## config.mk

```make
export PLATFORM = sky130hd
export DESIGN_NAME = bcx_engine
export DESIGN_NICKNAME = d
export VERILOG_FILES = /design/src/rtl/bcx_pkg.sv /design/src/rtl/bcx_xor_stage.sv /design/src/rtl/bcx_tree_add.sv /design/src/rtl/bcx_count_stage.sv /design/src/rtl/bcx_sum_stage.sv /design/src/rtl/bcx_engine.sv
export SDC_FILE = /design/constraint.sdc
export NUM_CORES = 1
export LEC_CHECK = 0
export BUFFER_PORTS_ARGS = -buffer_cell sky130_fd_sc_hd__clkbuf_2
export CAP_MARGIN = 15
export CORE_MARGIN = 2
export CORE_UTILIZATION = 58
export CTS_BUF_LIST = sky130_fd_sc_hd__clkbuf_2
export DETAILED_ROUTE_END_ITERATION = 7
export GPL_ROUTABILITY_DRIVEN = 0
export GPL_TIMING_DRIVEN = 0
export MAX_ROUTING_LAYER = met4
export PLACE_DENSITY = 0.93
export SLEW_MARGIN = 20
export SYNTH_ARGS = -nofsm -noshare
export SYNTH_HDL_FRONTEND = slang
export SYNTH_HIERARCHICAL = 1
export SYNTH_SLANG_ARGS = --single-unit
```

## constraint.sdc

```tcl
create_clock -name clk -period 9.4 [get_ports clk]
set_clock_uncertainty 0.05 [all_clocks]
set_input_delay 0.47 -clock clk [delete_from_list [all_inputs] [get_ports clk]]
set_output_delay 0.47 -clock clk [all_outputs]
set_load 0.005 [all_outputs]
```

## src/rtl/bcx_pkg.sv

```systemverilog
package bcx_pkg;
    localparam int BCX_WORD_W = 6;
    localparam int BCX_TAPS   = 9;
    localparam int BCX_RES_W  = 32;
endpackage

```

## src/rtl/bcx_xor_stage.sv

```systemverilog
module bcx_xor_stage #(
    parameter int WORD_W = 6,
    parameter int TAPS   = 9
) (
    input  logic                     clk,
    input  logic                     rst_n,
    input  logic                     en,
    input  logic                     in_v,
    input  logic [TAPS*WORD_W-1:0]   act,
    input  logic [TAPS*WORD_W-1:0]   wgt,
    output logic                     out_v,
    output logic [TAPS*WORD_W-1:0]   diff
);
    localparam int BUS_W = TAPS * WORD_W;

    typedef struct packed {
        logic             v;
        logic [BUS_W-1:0] x;
    } xs_t;

    xs_t st_d, st_q;

    always_comb begin
        st_d = st_q;
        if (en) begin
            st_d.v = in_v;
            st_d.x = act ^ wgt;
        end
    end

    always_ff @(posedge clk) begin
        st_q <= st_d;
        if (!rst_n) st_q.v <= 1'b0;
    end

    assign out_v = st_q.v;
    assign diff  = st_q.x;

    p_clear_r8: assert property (@(posedge clk) !rst_n |=> !out_v);
endmodule

```

## src/rtl/bcx_tree_add.sv

```systemverilog
module bcx_tree_add #(
    parameter int LEAVES = 6,
    parameter int IN_W   = 1,
    parameter int OUT_W  = 3
) (
    input  logic [LEAVES*IN_W-1:0] leaves,
    output logic [OUT_W-1:0]       total
);
    localparam int LVL = (LEAVES > 1) ? $clog2(LEAVES) : 1;
    localparam int PAD = 1 << LVL;

    for (genvar l = 0; l <= LVL; l++) begin : g_lvl
        logic [OUT_W-1:0] node [PAD >> l];
        for (genvar i = 0; i < (PAD >> l); i++) begin : g_node
            if (l == 0) begin : g_leaf
                if (i < LEAVES) begin : g_real
                    assign node[i] = OUT_W'(leaves[i*IN_W +: IN_W]);
                end else begin : g_pad
                    assign node[i] = '0;
                end
            end else begin : g_add
                assign node[i] = g_lvl[l-1].node[2*i] + g_lvl[l-1].node[2*i+1];
            end
        end
    end

    assign total = g_lvl[LVL].node[0];
endmodule

```

## src/rtl/bcx_count_stage.sv

```systemverilog
module bcx_count_stage #(
    parameter int WORD_W = 6,
    parameter int TAPS   = 9,
    parameter int CNT_W  = 3
) (
    input  logic                    clk,
    input  logic                    rst_n,
    input  logic                    en,
    input  logic                    in_v,
    input  logic [TAPS*WORD_W-1:0]  diff,
    output logic                    out_v,
    output logic [TAPS*CNT_W-1:0]   counts
);
    typedef struct packed {
        logic                  v;
        logic [TAPS*CNT_W-1:0] c;
    } cs_t;

    cs_t st_d, st_q;
    logic [TAPS*CNT_W-1:0] cnt_w;

    for (genvar k = 0; k < TAPS; k++) begin : g_tap
        bcx_tree_add #(
            .LEAVES(WORD_W),
            .IN_W  (1),
            .OUT_W (CNT_W)
        ) i_pop (
            .leaves(diff[k*WORD_W +: WORD_W]),
            .total (cnt_w[k*CNT_W +: CNT_W])
        );
    end

    always_comb begin
        st_d = st_q;
        if (en) begin
            st_d.v = in_v;
            st_d.c = cnt_w;
        end
    end

    always_ff @(posedge clk) begin
        st_q <= st_d;
        if (!rst_n) st_q.v <= 1'b0;
    end

    assign out_v  = st_q.v;
    assign counts = st_q.c;

    for (genvar k = 0; k < TAPS; k++) begin : g_chk
        p_count_range_r2: assert property (@(posedge clk) disable iff (!rst_n)
            out_v |-> (counts[k*CNT_W +: CNT_W] <= CNT_W'(WORD_W)));
    end
endmodule

```

## src/rtl/bcx_sum_stage.sv

```systemverilog
module bcx_sum_stage #(
    parameter int WORD_W = 6,
    parameter int TAPS   = 9,
    parameter int CNT_W  = 3,
    parameter int RES_W  = 32
) (
    input  logic                    clk,
    input  logic                    rst_n,
    input  logic                    en,
    input  logic                    in_v,
    input  logic [TAPS*CNT_W-1:0]   counts,
    output logic                    out_v,
    output logic [RES_W-1:0]        result
);
    localparam int TOTAL = TAPS * WORD_W;
    localparam int SUM_W = $clog2(TOTAL + 1);

    typedef struct packed {
        logic             v;
        logic [RES_W-1:0] r;
    } ss_t;

    ss_t st_d, st_q;
    logic [SUM_W-1:0] mism;
    logic [RES_W-1:0] tot_u, dbl_u;

    bcx_tree_add #(
        .LEAVES(TAPS),
        .IN_W  (CNT_W),
        .OUT_W (SUM_W)
    ) i_sum (
        .leaves(counts),
        .total (mism)
    );

    always_comb begin
        tot_u = RES_W'(TOTAL);
        dbl_u = RES_W'(mism) << 1;
        st_d  = st_q;
        if (en) begin
            st_d.v = in_v;
            st_d.r = tot_u - dbl_u;
        end
    end

    always_ff @(posedge clk) begin
        st_q <= st_d;
        if (!rst_n) st_q.v <= 1'b0;
    end

    assign out_v  = st_q.v;
    assign result = st_q.r;

    p_range_r3: assert property (@(posedge clk) disable iff (!rst_n)
        out_v |-> ($signed(result) <= TOTAL && $signed(result) >= -TOTAL && !result[0]));
    p_advance_r5: assert property (@(posedge clk) disable iff (!rst_n)
        (en && in_v) |=> out_v);
endmodule

```

## src/rtl/bcx_engine.sv

```systemverilog
module bcx_engine
    import bcx_pkg::*;
#(
    parameter int WORD_W = BCX_WORD_W,
    parameter int TAPS   = BCX_TAPS,
    parameter int RES_W  = BCX_RES_W
) (
    input  logic                    clk,
    input  logic                    rst_n,
    input  logic                    win_valid,
    output logic                    win_ready,
    input  logic [TAPS*WORD_W-1:0]  act_win,
    input  logic [TAPS*WORD_W-1:0]  wgt_win,
    output logic                    res_valid,
    input  logic                    res_ready,
    output logic [RES_W-1:0]        res_data
);
    localparam int CNT_W = $clog2(WORD_W + 1);

    logic                   adv;
    logic                   x_v, c_v;
    logic [TAPS*WORD_W-1:0] x_bits;
    logic [TAPS*CNT_W-1:0]  c_bits;

    assign adv       = !res_valid || res_ready;
    assign win_ready = adv;

    bcx_xor_stage #(.WORD_W(WORD_W), .TAPS(TAPS)) i_xor (
        .clk(clk), .rst_n(rst_n), .en(adv), .in_v(win_valid),
        .act(act_win), .wgt(wgt_win), .out_v(x_v), .diff(x_bits)
    );

    bcx_count_stage #(.WORD_W(WORD_W), .TAPS(TAPS), .CNT_W(CNT_W)) i_cnt (
        .clk(clk), .rst_n(rst_n), .en(adv), .in_v(x_v),
        .diff(x_bits), .out_v(c_v), .counts(c_bits)
    );

    bcx_sum_stage #(.WORD_W(WORD_W), .TAPS(TAPS), .CNT_W(CNT_W), .RES_W(RES_W)) i_sum (
        .clk(clk), .rst_n(rst_n), .en(adv), .in_v(c_v),
        .counts(c_bits), .out_v(res_valid), .result(res_data)
    );

    p_hold_r6: assert property (@(posedge clk) disable iff (!rst_n)
        (res_valid && !res_ready) |=> (res_valid && $stable(res_data)));
    p_stall_ready_r7: assert property (@(posedge clk) disable iff (!rst_n)
        (res_valid && !res_ready) |-> !win_ready);
    p_reset_out_r8: assert property (@(posedge clk) !rst_n |=> !res_valid);
endmodule

```

==> results of run 1 <==
==> critical path: stages, from the launching register on <==
cell and delay [ns]:
edfxtp_1 0.47, fa_1 0.55, inv_1 0.05, fa_1 0.50, inv_1 0.04, ha_1 0.22, fa_1 0.50, inv_1 0.06
fa_1 0.56, inv_1 0.06, ha_1 0.29, a21o_1 0.20, a21oi_2 0.14, xnor2_1 0.22, nand3_2 0.11, xnor2_1 0.14
==> cell type report <==
type	count	area share [%]
plain buffers	25	3.04
clock buffers	11	0.891
clock inverters	4	1.23
inverters	114	6.92
multi-input cells	148	29.9
flip-flops and latches	91	43.7
well taps	108	2.19
repair buffers	145	12.1
==> per-stage QoR <==
step	std cells	hold slack (ns)	worst slack, ns	util (%)
after floorplan	378	0.432	5.28	-
after global placement	630	0.448	5.01	69.3
after detailed placement	631	0.486	5.04	69.7
after CTS	646	0.0633	5.01	71.2
after global routing	646	0.0655	4.86	71.2
final	646	0.119	5.04	71.2
==> per-layer routing <==
metal  up-vias  part of all wire [%]  track usage (%)
met5         -                     0                -
li1       1439                     -                -
met2       116                    57             34.9
met3        17                   5.3             3.29
met1      1384                    35             18.2
met4         0                   2.2             7.69
==> state kept, by name (all words and copies together), names as in the netlist <==
signal,count
i_sum/result,7
i_sum/out_v,1
i_cnt/counts,27
i_xor/diff,54
i_cnt/out_v,1
i_xor/out_v,1
==> worst paths after layout <==
check | to | slack [ns] | depth (start not counted)
max | i_sum/result[6] | 5.04 | 15
min | i_sum/out_v | 0.12 | 2
max reg2reg | i_sum/result[6] | 5.04 | 15
min reg2reg | i_xor/out_v | 0.51 | 2
==> layout by cell type, fill, tap and decap left out, types with 3 or more instances in the layout <==
cell type,count
a21o_1,5
clkbuf_2,155
ha_1,24
inv_1,114
edfxtp_1,88
xor2_1,57
dfxtp_1,3
mux2i_1,3
nor2b_1,3
xnor2_1,4
fa_1,43
buf_4,25
==> cells by family after synthesis <==
logic type	after synthesis	share of synthesized area [%]
buf+inv	139	11.9
flops	91	52.4
fa+ha+maj	67	22.5
xor+xnor	61	10.4
compound gates	8	1.24
simple gates	8	0.946
mux	3	0.582
other cells	1	0.0727
==> impl_metrics.yaml, run 1 <==
timing:
  worst_slew_pin_slew_ns: 0.671
  fmax_ghz: 0.230
  maxSlewHeadroom_pct: 55.2
  finalCriticalPeriod_ns: 4.36
  rsz0062_at_grt: "no"
  setup_viol: 0
  fin_tns_setup_ns: 0
  maxSlewViolCount: 0
  hold_violations: 0
  min_period_over_period_pct: 46.3
worst_setup_path:
  timing.rr.start: "i_cnt/counts[13]"
  cp-end-kind: "flip-flop"
  crit_type: "flip-flop to flip-flop"
  startpoint: "i_cnt/counts[13]"
  cp-start-kind: "flip-flop"
  crit_required_ns: 9.65
  crit_fanout: 3
  arrival_ns: 4.61
floorplanning:
  ios: 146
  dieWidth_um: 98.3
  dieHeight_um: 98.3
  start_util_pct: 59.5
  fp.coreArea_um2: 8680
  fp-row-count: 34
  die_area_um2: 9670
drt:
  route.detailed.drc: 0
  num_vias: 2956
  drt_wl_total_um: 7910
  drt_iter0_drc: 96
  dr.pass1.iters: 4
  via_per_inst: 4.58
  avgRoutedWirePerCell_um: 12.2
  ant_nets: 0
synth:
  yosysMostFrequentCell: "inv_1"
  synth_commonest_cells: "inv_1 (114), edfxtp_1 (88), xor2_1 (57)"
  syn_area_per_cell_um2: 13.7
  yosysSeqAreaShare_pct: 52.4
  synth_edf_count: 88
  syn_nets: 557
  synth-async-reset-ratio_pct: 0
  yosys.area.top_type: "edfxtp_1"
  syn_area_um2: 5160
  synth-seq-cells: 91
  yosys_warnings: 6
  ys.flop_type: "edfxtp_1"
  yosys.area.top_type_share_pct: 51.2
  synth_area_leaders: "edfxtp_1 (51%), fa_1 (17%), xor2_1 (9.7%), inv_1 (8.3%), ha_1 (5.8%)"
  syn_inst: 378
  ys_types: 17
min_path:
  worstHoldStart: "rst_n"
  min_path_type: "input port to flip-flop"
clock_tree:
  h-tree-depth: 3
  clock_latency_ns: 0.51
  post_cts_buffers: 0
  clk_pin_slew_worst_paths_ns: 0.22
  cts_tree: "built"
  cts.sinks: 91
  clock-root-buffer: "clkbuf_2"
  cts_resized: 0
  hold_buffers: 0
  clk_path_buf_depth: 2
  numCtsBuffers: 9
grt:
  grtUsageTotal_pct: 18.4
  grt_pass1_vias: 3335
  grt_pass1_wl_um: 13500
  antenna_found_initial: 0
  gr-total-overflow: 0
  grt_max_degree: 59
layout:
  n_antenna_cell: 0
  drive_gt1_share_pct: 35.3
  final_cell_area_um2: 6180
  nets: 713
  area.growth.synth_to_final_pct: 19.8
  ff_latch_area_um2: 2700
  n_fill_cell: 595
  multi_input_comb_area_um2: 1850
placed_design:
  portBuffers: 144
  hpwl_um: 6430
  place_area_um2: 6050
run_status:
  status: "completed"
job:
  cap_viol_max_count: 0
Power of run 1 is not shown: default switching activity piles up to over one toggle a cycle in this logic, so the estimate is an artifact.
==> run 2: changes to the inputs <==
--- a/config.mk
+++ b/config.mk
@@ -5,16 +5,17 @@
 export SDC_FILE = /design/constraint.sdc
 export NUM_CORES = 1
 export LEC_CHECK = 0
+export ABC_AREA = 1
 export BUFFER_PORTS_ARGS = -buffer_cell sky130_fd_sc_hd__clkbuf_2
 export CAP_MARGIN = 15
 export CORE_MARGIN = 2
-export CORE_UTILIZATION = 58
+export CORE_UTILIZATION = 49
 export CTS_BUF_LIST = sky130_fd_sc_hd__clkbuf_2
 export DETAILED_ROUTE_END_ITERATION = 7
 export GPL_ROUTABILITY_DRIVEN = 0
 export GPL_TIMING_DRIVEN = 0
 export MAX_ROUTING_LAYER = met4
-export PLACE_DENSITY = 0.93
+export PLACE_DENSITY = 0.84
 export SLEW_MARGIN = 20
 export SYNTH_ARGS = -nofsm -noshare
 export SYNTH_HDL_FRONTEND = slang
==> constraint.sdc (replaced) <==
create_clock -name clk -period 4 [get_ports clk]
set_clock_uncertainty 0.05 [all_clocks]
set_input_delay 0.2 -clock clk [delete_from_list [all_inputs] [get_ports clk]]
set_output_delay 0.2 -clock clk [all_outputs]
set_load 0.005 [all_outputs]
==> run 2 against run 1 <==
  * The run now ends with negative setup slack left
  * Setup slack got worse by 5.0 ns
  * Sequential share of layout area fell by 7.5 points
  * Utilization rose by 1.0 points
  * Clock-buffer cell count fell by 1
  * First-iteration DRC count rose by 59%
  * Via count rose by 21%
  * Register-to-register slack got worse by 5.0 ns
  * Global-route usage rose by 2.0 points
  * Sequential cell count did not move
  * Critical path depth fell by 3
  * Critical path type unchanged
==> impl_metrics.yaml, run 2 <==
run_status:
  status: "finished with violations"
  violations: "negative setup slack"
layout:
  final_cell_area_um2: 7460
  layout_common_cells: "clkbuf_2 (154), inv_1 (119), dlygate4sd3_1 (110)"
  utilization_pct: 72.2
  nets: 858
  drive_gt1_share_pct: 30.3
  n_antenna_cell: 0
  area.growth.synth_to_final_pct: 43.0
  largest_reg_flops: 54
  final_common_cell: "clkbuf_2"
floorplanning:
  dieWidth_um: 107
  ios: 146
  fp-row-count: 37
  start_util_pct: 50.5
  die_area_um2: 11500
  dieHeight_um: 107
  fp.coreArea_um2: 10300
synth:
  synth-seq-cells: 91
  yosys.area.top_type: "edfxtp_1"
  synth_edf_count: 88
  syn_nets: 588
  ys_types: 16
  yosys_warnings: 6
  ys.flop_type: "edfxtp_1"
  yosysSeqAreaShare_pct: 51.8
  synth_area_leaders: "edfxtp_1 (51%), fa_1 (17%), xor2_1 (9.4%), inv_1 (9.0%), ha_1 (5.8%)"
  yosys.area.top_type_share_pct: 50.7
  syn_area_per_cell_um2: 12.8
  syn_inst: 409
  yosysMostFrequentCell: "inv_1"
  syn_area_um2: 5220
  synth_commonest_cells: "inv_1 (125), edfxtp_1 (88), xor2_1 (56)"
  synth-async-reset-ratio_pct: 0
clock_tree:
  cts.sinks: 91
  cts_tree: "built"
  h-tree-depth: 3
  clock_latency_ns: 0.55
  clk_pin_slew_worst_paths_ns: 0.26
  clk_path_buf_depth: 2
  numCtsBuffers: 9
  clock-root-buffer: "clkbuf_2"
placed_design:
  hpwl_um: 6180
  portBuffers: 144
  place_area_um2: 6140
worst_setup_path:
  timing.rr.start: "i_cnt/counts[19]"
  arrival_ns: 4.28
  crit_type: "flip-flop to flip-flop"
  crit_required_ns: 4.27
  crit_fanout: 3
  cp-start-kind: "flip-flop"
  cp-end-kind: "flip-flop"
  startpoint: "i_cnt/counts[19]"
grt:
  antenna_found_initial: 0
  gr-total-overflow: 0
  grtUsageTotal_pct: 20.4
  grt_pass1_wl_um: 17200
  grt_max_degree: 61
  grt_pass1_vias: 3923
drt:
  drt_iter0_drc: 153
  avgRoutedWirePerCell_um: 13.0
  ant_nets: 0
  dr.pass1.iters: 4
  drt_wl_total_um: 10700
  num_vias: 3589
  route.detailed.drc: 0
  via_per_inst: 4.38
timing:
  finalCriticalPeriod_ns: 4.00
  fin_tns_setup_ns: -0.00480
  min_period_over_period_pct: 100
  hold_ws_ns: 0.306
  maxSlewHeadroom_pct: 54.7
  hold_violations: 0
  final.setup.worst_slack_ns: -0.00429
  fmax_ghz: 0.250
  worst_slew_pin_slew_ns: 0.679
  setup_viol: 2
  rsz0062_at_grt: "yes"
  maxSlewViolCount: 0
job:
  cap_viol_max_count: 0
min_path:
  min_path_type: "input port to flip-flop"
  worstHoldStart: "res_ready"
run 2: per-layer routing:
layer	GRT usage [%]	share of wire, %	vias up
met1	19.8	35	1701
met5	-	0	-
met2	39.4	58	111
met3	2.98	4.1	22
met4	9.09	2.7	0
li1	-	-	1755
run 2: timing repair:
action	in CTS	in global routing
setup buffers	0	4
setup endpoints to repair	4	4
pin swaps	3	12
resized for setup	6	12
hold buffers	110	0
hold endpoints to repair	57	0
run 2: layout make-up:
type,count,area [um^2]
flip-flops and latches,91,2700
repair buffers,259,1880
multi-input cells,168,1920
inverters,125,469
plain buffers,25,188
well taps,136,170
clock inverters,6,80.1
clock buffers,10,50.0
fillers,677,2870
run 2: stage by stage:
step,setup slack [ns],instances
CTS,0.0214,816
detailed placement,-0.0991,690
global placement,-0.0740,689
finish,-0.00429,820
floorplan,0.0334,409
global route,-0.155,820
run 2: path summary, 6_finish.rpt:
path | to | slack, ns | cells past startpoint
worst min-delay path | i_xor/diff[5] | 0.31 | 3
worst max register to register | i_sum/result[4] | -0.004 | 12
worst max-delay path | i_sum/result[4] | -0.004 | 12
worst min register to register | i_sum/out_v | 0.46 | 2
run 2: critical path, stage by stage (launching register included):
cell,delay [ns]
edfxtp_1,0.45
fa_1,0.56
inv_2,0.04
fa_1,0.49
inv_2,0.05
ha_4,0.15
fa_1,0.51
inv_2,0.04
fa_1,0.50
fa_2,0.44
xnor2_2,0.17
ha_2,0.33
inv_1,0.04
run 2: cell families (layout without fill, tap and decap cells):
family / Yosys count / after routing / synth area share (%)
buffers and inverters: 150 / 425 / 12.6
flip-flops: 91 / 91 / 51.8
adder cells (fa/ha/maj): 67 / 67 / 22.3
XOR/XNOR: 58 / 58 / 9.74
AND/OR/NAND/NOR: 37 / 37 / 3.02
AO/OA/AOI/OAI: 5 / 5 / 0.480
other: 1 / 1 / 0.0719
Power of run 2 is left out for the same reason.
==> run 3: changes to the inputs <==
--- a/config.mk
+++ b/config.mk
@@ -9,13 +9,14 @@
 export BUFFER_PORTS_ARGS = -buffer_cell sky130_fd_sc_hd__clkbuf_2
 export CAP_MARGIN = 15
 export CORE_MARGIN = 2
-export CORE_UTILIZATION = 49
+export CORE_UTILIZATION = 30
 export CTS_BUF_LIST = sky130_fd_sc_hd__clkbuf_2
 export DETAILED_ROUTE_END_ITERATION = 7
 export GPL_ROUTABILITY_DRIVEN = 0
 export GPL_TIMING_DRIVEN = 0
 export MAX_ROUTING_LAYER = met4
-export PLACE_DENSITY = 0.84
+export PLACE_DENSITY = 0.58
+export RECOVER_POWER = 100
 export SLEW_MARGIN = 20
 export SYNTH_ARGS = -nofsm -noshare
 export SYNTH_HDL_FRONTEND = slang
==> run 3 against run 2 <==
  * The flow now finishes without violations
  * Utilization fell by 29 points
  * Maximum frequency rose by 0.49%
  * Setup slack better by 0.019 ns
  * Critical path depth up 5
  * Die area up 61%
  * Design area grew 0.27%
  * Register-to-register slack improved by 0.02 ns
  * Critical path type unchanged
  * Critical endpoint is now i_sum/result[6]
==> impl_metrics.yaml, run 3 (same netlist as run 2, synthesis figures left out) <==
floorplanning:
  dieWidth_um: 136
  ios: 146
  die_area_um2: 18500
  start_util_pct: 30.5
  fp-row-count: 48
  dieHeight_um: 136
  fp.coreArea_um2: 17100
timing:
  worst_slew_pin_slew_ns: 1.46
  maxSlewViolCount: 0
  fin_tns_setup_ns: 0
  finalCriticalPeriod_ns: 3.98
  rsz0062_at_grt: "yes"
  hold_violations: 0
  fmax_ghz: 0.251
  min_period_over_period_pct: 99.6
  maxSlewHeadroom_pct: 2.36
  final.setup.worst_slack_ns: 0.0151
  setup_viol: 0
worst_setup_path:
  timing.rr.start: "i_cnt/counts[7]"
  arrival_ns: 4.27
  r2r-end: "i_sum/result[6]"
  reg2regPathDepth: 17
  cp-start-kind: "flip-flop"
  cp-end-kind: "flip-flop"
  crit_required_ns: 4.28
  crit_fanout: 2
  crit_type: "flip-flop to flip-flop"
  r2r_setup_slack_ns: 0.02
clock_tree:
  numCtsBuffers: 9
  cts.sinks: 91
  clock_latency_ns: 0.58
  cts_tree: "built"
  h-tree-depth: 3
  clk_pin_slew_worst_paths_ns: 0.26
  clock-root-buffer: "clkbuf_2"
  clk_path_buf_depth: 2
layout:
  largest_reg_flops: 54
  nets: 856
  utilization_pct: 43.7
  final_common_cell: "clkbuf_2"
  drive_gt1_share_pct: 27.6
  area.growth.synth_to_final_pct: 43.4
  layout_common_cells: "clkbuf_2 (138), inv_1 (121), dlygate4sd3_1 (110)"
  final_cell_area_um2: 7480
  n_antenna_cell: 0
placed_design:
  place_area_um2: 6250
  dp_slack_ns: -0.115
  portBuffers: 144
  hpwl_um: 6070
grt:
  use_met2_pct: 19.2
  antenna_found_initial: 0
  grt_pass1_wl_um: 15400
  grt_pass1_vias: 3622
  globalRouteMet1Util_pct: 11.6
  top_usage_layer: "met2"
  grtUsageTotal_pct: 10.9
  use_met3_pct: 2.24
  grt_max_degree: 63
  gr-total-overflow: 0
job:
  cap_viol_max_count: 0
drt:
  drt_wl_total_um: 9040
  num_vias: 3466
  via_per_inst: 3.82
  avgRoutedWirePerCell_um: 9.96
  dr.pass1.iters: 4
  route.detailed.drc: 0
  ant_nets: 0
  drt_iter0_drc: 81
min_path:
  worstHoldStart: "rst_n"
  min_path_type: "input port to flip-flop"
  holdPathEnd: "i_cnt/out_v"
  whs_path_depth: 4
run_status:
  status: "completed"
[run 3: cell types whose count changed in the layout (fill, tap and decap cells not counted), moves of 3 or more]
cell / before / now
buf_4: 29 / 3
clkbuf_4: 0 / 24
clkbuf_1: 0 / 16
clkbuf_2: 154 / 138
inv_6: 0 / 3
[run 3: final cells by class]
class	instances	area, um^2
Clock inverter	7	73.8
Tap cell	225	282
Multi-Input combinational cell	168	1900
Timing Repair Buffer	257	1820
Sequential cell	91	2700
Inverter	125	469
Fill cell	1612	9640
Buffer	25	188
Clock buffer	9	45.0
[run 3: worst max-delay path by stage]
stage	to	depth (start not counted)	slack, ns	startpoint
3_5_place_dp	i_sum/result[5]	12	-0.11	i_cnt/counts[13]
5_1_grt	i_sum/result[6]	17	-0.20	i_cnt/counts[7]
3_3_place_gp	i_sum/result[5]	12	-0.09	i_cnt/counts[13]
6_report	i_sum/result[6]	17	0.02	i_cnt/counts[7]
2_1_floorplan	i_sum/result[5]	12	0.03	i_cnt/counts[13]
4_1_cts	i_sum/result[6]	17	-0.04	i_cnt/counts[1]
[run 3: stage by stage]
step | hold slack [ns] | std cells
2_1_floorplan | 0.285 | 409
3_3_place_gp | 0.396 | 778
3_5_place_dp | 0.404 | 779
4_1_cts | 0.182 | 906
5_1_grt | 0.284 | 907
6_report | 0.371 | 907
[run 3: critical path: stages, from the launching register on]
cell and delay [ns]:
edfxtp_1 0.46, fa_1 0.54, inv_1 0.05, fa_1 0.47, inv_1 0.04, ha_2 0.18, fa_1 0.51, inv_2 0.04
fa_1 0.49, fa_2 0.39, inv_2 0.07, nand2_1 0.06, nand2_2 0.08, nand3_2 0.08, nand2_2 0.08, inv_2 0.04
nand4_1 0.06, nand2_1 0.05
[run 3: metal layers]
metal,up-vias,wire length [um]
met5,-,0
met4,0,181
met3,11,471
met1,1609,3520
li1,1744,-
met2,102,4870
[run 3: what timing repair did]
| item | 4_1_cts | 5_1_grt |
|---|---|---|
| pin swaps | 8 | 2 |
| buffers inserted | 1 | 1 |
| resized for setup | 8 | 7 |
| endpoints found under the hold margin | 57 | 0 |
| setup endpoints to repair | 4 | 4 |
| hold buffers | 110 | 0 |
Power of run 3 is left out for the same reason.
